$ cat src/rtl/split_fsm.sv
module split_fsm (
  input  logic       clk,
  input  logic       rst,
  input  logic       seed_load,
  input  logic [2:0] seed_state,
  input  logic       din,
  input  logic       test_en_a,
  input  logic       test_en_b,
  output logic [2:0] state_out,
  output logic [1:0] dout,
  output logic       sleep_a,
  output logic       sleep_b
);
  logic [2:0] st_q, ps, nxt, nxt_a, nxt_b;
  logic [2:0] a_hold, b_hold, a_in, b_in;
  logic [1:0] out_a, out_b;
  logic       part;

  assign ps        = seed_load ? seed_state : st_q;
  assign part      = ps[2];
  assign state_out = ps;

  assign a_in = part ? a_hold : {ps[1:0], din};
  assign b_in = part ? {ps[1:0], din} : b_hold;

  always_comb begin
    case (a_in[2:1])
      2'd0:    begin nxt_a = a_in[0] ? 3'd2 : 3'd1; out_a = 2'b00; end
      2'd1:    begin nxt_a = a_in[0] ? 3'd3 : 3'd0; out_a = 2'b01; end
      2'd2:    begin nxt_a = a_in[0] ? 3'd4 : 3'd2; out_a = 2'b10; end
      default: begin nxt_a = a_in[0] ? 3'd1 : 3'd5; out_a = 2'b11; end
    endcase
  end

  always_comb begin
    case (b_in[2:1])
      2'd0:    begin nxt_b = b_in[0] ? 3'd6 : 3'd5; out_b = 2'b10; end
      2'd1:    begin nxt_b = b_in[0] ? 3'd0 : 3'd4; out_b = 2'b01; end
      2'd2:    begin nxt_b = b_in[0] ? 3'd2 : 3'd7; out_b = 2'b11; end
      default: begin nxt_b = b_in[0] ? 3'd7 : 3'd4; out_b = 2'b00; end
    endcase
  end

  assign nxt  = part ? nxt_b : nxt_a;
  assign dout = part ? out_b : out_a;

  assign sleep_a = part | clk | test_en_a;
  assign sleep_b = (~part | clk) & test_en_b;

  always_ff @(posedge clk) begin
    if (rst) begin
      st_q   <= 3'd0;
      a_hold <= 3'd0;
      b_hold <= 3'd0;
    end else begin
      st_q   <= nxt;
      a_hold <= a_in;
      b_hold <= b_in;
    end
  end
endmodule

$ cat config.mk
export PLATFORM = sky130hd
export DESIGN_NAME = split_fsm
export DESIGN_NICKNAME = d
export VERILOG_FILES = /design/src/rtl/split_fsm.sv
export SDC_FILE = /design/constraint.sdc
export NUM_CORES = 1
export LEC_CHECK = 0
export CORE_MARGIN = 5
export CORE_UTILIZATION = 35
export DETAILED_ROUTE_END_ITERATION = 16
export GPL_TIMING_DRIVEN = 0
export SLEW_MARGIN = 20
export SYNTH_ARGS = -nofsm -noshare
export SYNTH_HDL_FRONTEND = slang
export SYNTH_SLANG_ARGS = --single-unit
$ cat constraint.sdc
create_clock -name clk -period 3.6 [get_ports clk]
set_input_delay 0.72 -clock clk [delete_from_list [all_inputs] [get_ports clk]]
set_output_delay 0.72 -clock clk [all_outputs]
set_load 0.01 [all_outputs]
# After elaboration in Yosys (flattened, before gate mapping)
# Index checks and enable logic that the tools add are counted.
[word_totals] output_inout_bits=7 in_bits=9 register_bits=9 elab_cells=31
[op_classes] reduce_logical=2 mux=17 bitwise=5 eq_ne=4
[ops] op="two-way mux 3 bit" n=8
[ops] op="one-hot mux 3 bit (3 select lines)" n=2
[ops] op="one-hot mux 2 bit (3 select lines)" n=2
[ops] op="two-way mux 2 bit" n=5
[ops] op="equality test 2 x 1 -> 1 bit (second input constant)" n=2
[ops] op="equality test 2 bit (second input constant)" n=2
[ops] op="logical NOT 2 bit" n=2
[ops] op="bitwise OR 1 bit" n=3
[ops] op="AND 1 bit" n=1
[ops] op="NOT 1 bit" n=1

# Depth between registers and ports, before layout
# Gate-level depths: netlist of run 1.
[depth] ltp_word=5 ltp_mapped=9 mapped_depth_nobuf=9

==> flow_summary.json, run 1 <==
{
  "power_uw": 327.5,
  "synthCells": 60,
  "final_antenna_net_count": 0,
  "ys_seq_area_frac": 0.2449,
  "coreArea_um2": 1318,
  "synthTopCellsByArea": "dfxtp_1, ha_1, mux2i_1",
  "grt_pass1_wl_mm": 1.897,
  "initialDrtViolationCount": 6,
  "leakage_nw": 0.3091,
  "tightest_slew_ns": 0.5215,
  "syn-mean-instance-area_um2": 8.175,
  "finalSetupTns_ns": 0,
  "end_kind": "primary output",
  "drc": 0,
  "dr_total_vias": 493,
  "max_cap_viol_count": 0,
  "yosysUniqueCellTypes": 26,
  "diodes": 0,
  "ioPinCount": 16,
  "peakVddDrop_v": 0.0002610,
  "synthMuxAreaShare": 0.2245,
  "worstPathArrival_ns": 2.70,
  "grt_max_degree": 9,
  "outcome": "complete, no violations",
  "utilization": 0.5271,
  "synth-seq-cells": 6,
  "viasPerCell": 5.135,
  "synth_common_cells": "nor2_1, dfxtp_1, nand2_1, mux2i_1, o21ai_0",
  "cts_tree": "yes",
  "drv_slew": 0,
  "syn_to_final_growth_pct": 41.58,
  "synth-compound-area-share": 0.1531,
  "fill_cells": 126,
  "synth_edf_count": 0,
  "finClkSkew_ns": 0.006749,
  "dr.pass1.iters": 2,
  "syn-num-nets": 73,
  "overflow": 0,
  "crit_required_ns": 2.88,
  "start_kind": "clock port",
  "die-area_um2": 2250,
  "rows": 13,
  "dieHeight_um": 47.44,
  "dp_hpwl_um": 821.8,
  "wl_mm": 1.178,
  "synthSimpleGateAreaFrac": 0.1786,
  "antenna_found_initial": 0,
  "yosysWarnings": 0,
  "synth_top_family_by_area": "multiplexers",
  "cts.clk_slew.worst_paths_ns": 0.05,
  "worst-setup-path-type": "clk2out",
  "grt_pass1_vias": 484,
  "start_util": 0.3723,
  "die_w_um": 47.44,
  "rsz0062_at_grt": "no",
  "drt-wirelength-per-cell_um": 12.27,
  "routabilityCongestion": 0.7941,
  "finalSetupViolCount": 0,
  "post-cts-setup-buffers": 0,
  "yosys.cell_count.top_type": "nor2_1",
  "synthAdderAreaFrac": 0.1020,
  "synth_top_cell_area_share": 0.2449,
  "syn-cell-area_um2": 490.5,
  "clock_latency_ns": 0.36,
  "maxSlewHeadroom": 0.6487,
  "synth_top_flop_cell": "dfxtp_1",
  "hold_class": "reg2reg",
  "drive_above_1_share": 0.1852,
  "postSynth.asyncResetShare": 0,
  "hold_viol": 0,
  "yosys.area_share.xor_xnor": 0.01786,
  "fin_nets": 95,
  "yosysTopAreaCell": "dfxtp_1",
  "port_buffers": 13,
  "grt_use_total": 0.1304,
  "crit_fanout": 2,
  "p_per_area_nw_per_um2": 471.6
}
==> routing by layer <==
| metal | vias up | GRT usage | share of wire |
|---|---|---|---|
| met5 | - | 0 | 0 |
| met4 | 0 | 0.1271 | 0.014 |
| met3 | 2 | 0.06391 | 0.062 |
| met2 | 16 | 0.1898 | 0.47 |
| met1 | 222 | 0.1332 | 0.46 |
| li1 | 253 | - | - |
==> report_power, final <==
part	internal, mW	switching, mW
registers	0.0744	0.00489
logic	0.0490	0.0451
clock network	0.104	0.0507
total	0.227	0.101
==> layout by cell type, fill, tap and decap left out, types with 2 or more instances in the layout <==
cell | Yosys | final
nor2_1 | 8 | 8
a21oi_1 | 2 | 2
inv_1 | 3 | 3
clkdlybuf4s50_1 | 0 | 12
dfxtp_1 | 6 | 6
nand2_1 | 6 | 6
o21ai_0 | 5 | 5
ha_1 | 4 | 4
mux2i_1 | 5 | 5
clkbuf_1 | 1 | 2
clkbuf_4 | 0 | 7
mux2_2 | 4 | 4
==> cells by family (layout without fill, tap and decap cells) <==
kind of cell               count (synthesis)  in the layout
and+or+nand+nor                           19             19
AOI/OAI and AO/OA                         12             12
muxes                                     10             10
buffers and inverters                      8             29
DFF                                        6              6
adders and majority gates                  4              4
xor gates and xnor gates                   1              1
==> flip-flops by register name, summed over array words and instances (netlist names) <==
name and count:
st_q 3, b_hold 2, a_hold 1
==> per-stage QoR <==
stage / setup WS [ns] / area [um2] / instances / hold slack (ns)
floorplan: 0.6721 / 490.5 / 60 / 0.6454
global placement: 0.2086 / 639.4 / 88 / 0.6760
detailed placement: 0.1979 / 639.4 / 88 / 0.6874
CTS: 0.1537 / 694.4 / 96 / 0.7009
global route: 0.06016 / 694.4 / 96 / 0.7207
finish: 0.1778 / 694.4 / 96 / 0.6956
==> worst paths after layout <==
check / cells after the start / slack, ns / to / start
worst max-delay path: 4 / 0.18 / sleep_b / clk
worst min-delay path: 3 / 0.70 / a_hold[1]$_SDFF_PP0_ / a_hold[1]$_SDFF_PP0_
worst max register to register: 7 / 1.51 / st_q[0]$_SDFF_PP0_ / st_q[2]$_SDFF_PP0_
worst min register to register: 3 / 0.70 / a_hold[1]$_SDFF_PP0_ / a_hold[1]$_SDFF_PP0_
==> worst max-delay path: stages <==
cell	delay [ns]
clkbuf_4	0.12
clkbuf_4	0.12
o21a_1	0.18
clkdlybuf4s50_1	0.48
==> what timing repair did <==
action / CTS / global route
hold buffers: 0 / 0
endpoints found under the setup margin: 1 / 0
gates resized for setup: 1 / 0
==> final cells by class <==
class	instances	area, um2	share of cell area
tap	15	18.77	0.02703
buffer	4	23.77	0.03423
clock buffer	10	75.07	0.1081
multi-input combinational	46	331.6	0.4775
sequential	6	120.1	0.1730
inverter	4	15.01	0.02162
timing repair buffer	11	110.1	0.1586
(Power assumes the default switching activity.)
==> run 2: changes to the inputs <==
--- a/config.mk
+++ b/config.mk
@@ -7,6 +7,7 @@
 export LEC_CHECK = 0
 export CORE_MARGIN = 5
 export CORE_UTILIZATION = 35
+export CTS_CLUSTER_SIZE = 28
 export DETAILED_ROUTE_END_ITERATION = 16
 export GPL_TIMING_DRIVEN = 0
 export SLEW_MARGIN = 20
==> results of run 2 <==
The final DEF is identical to that of run 1; final timing and power are the same.
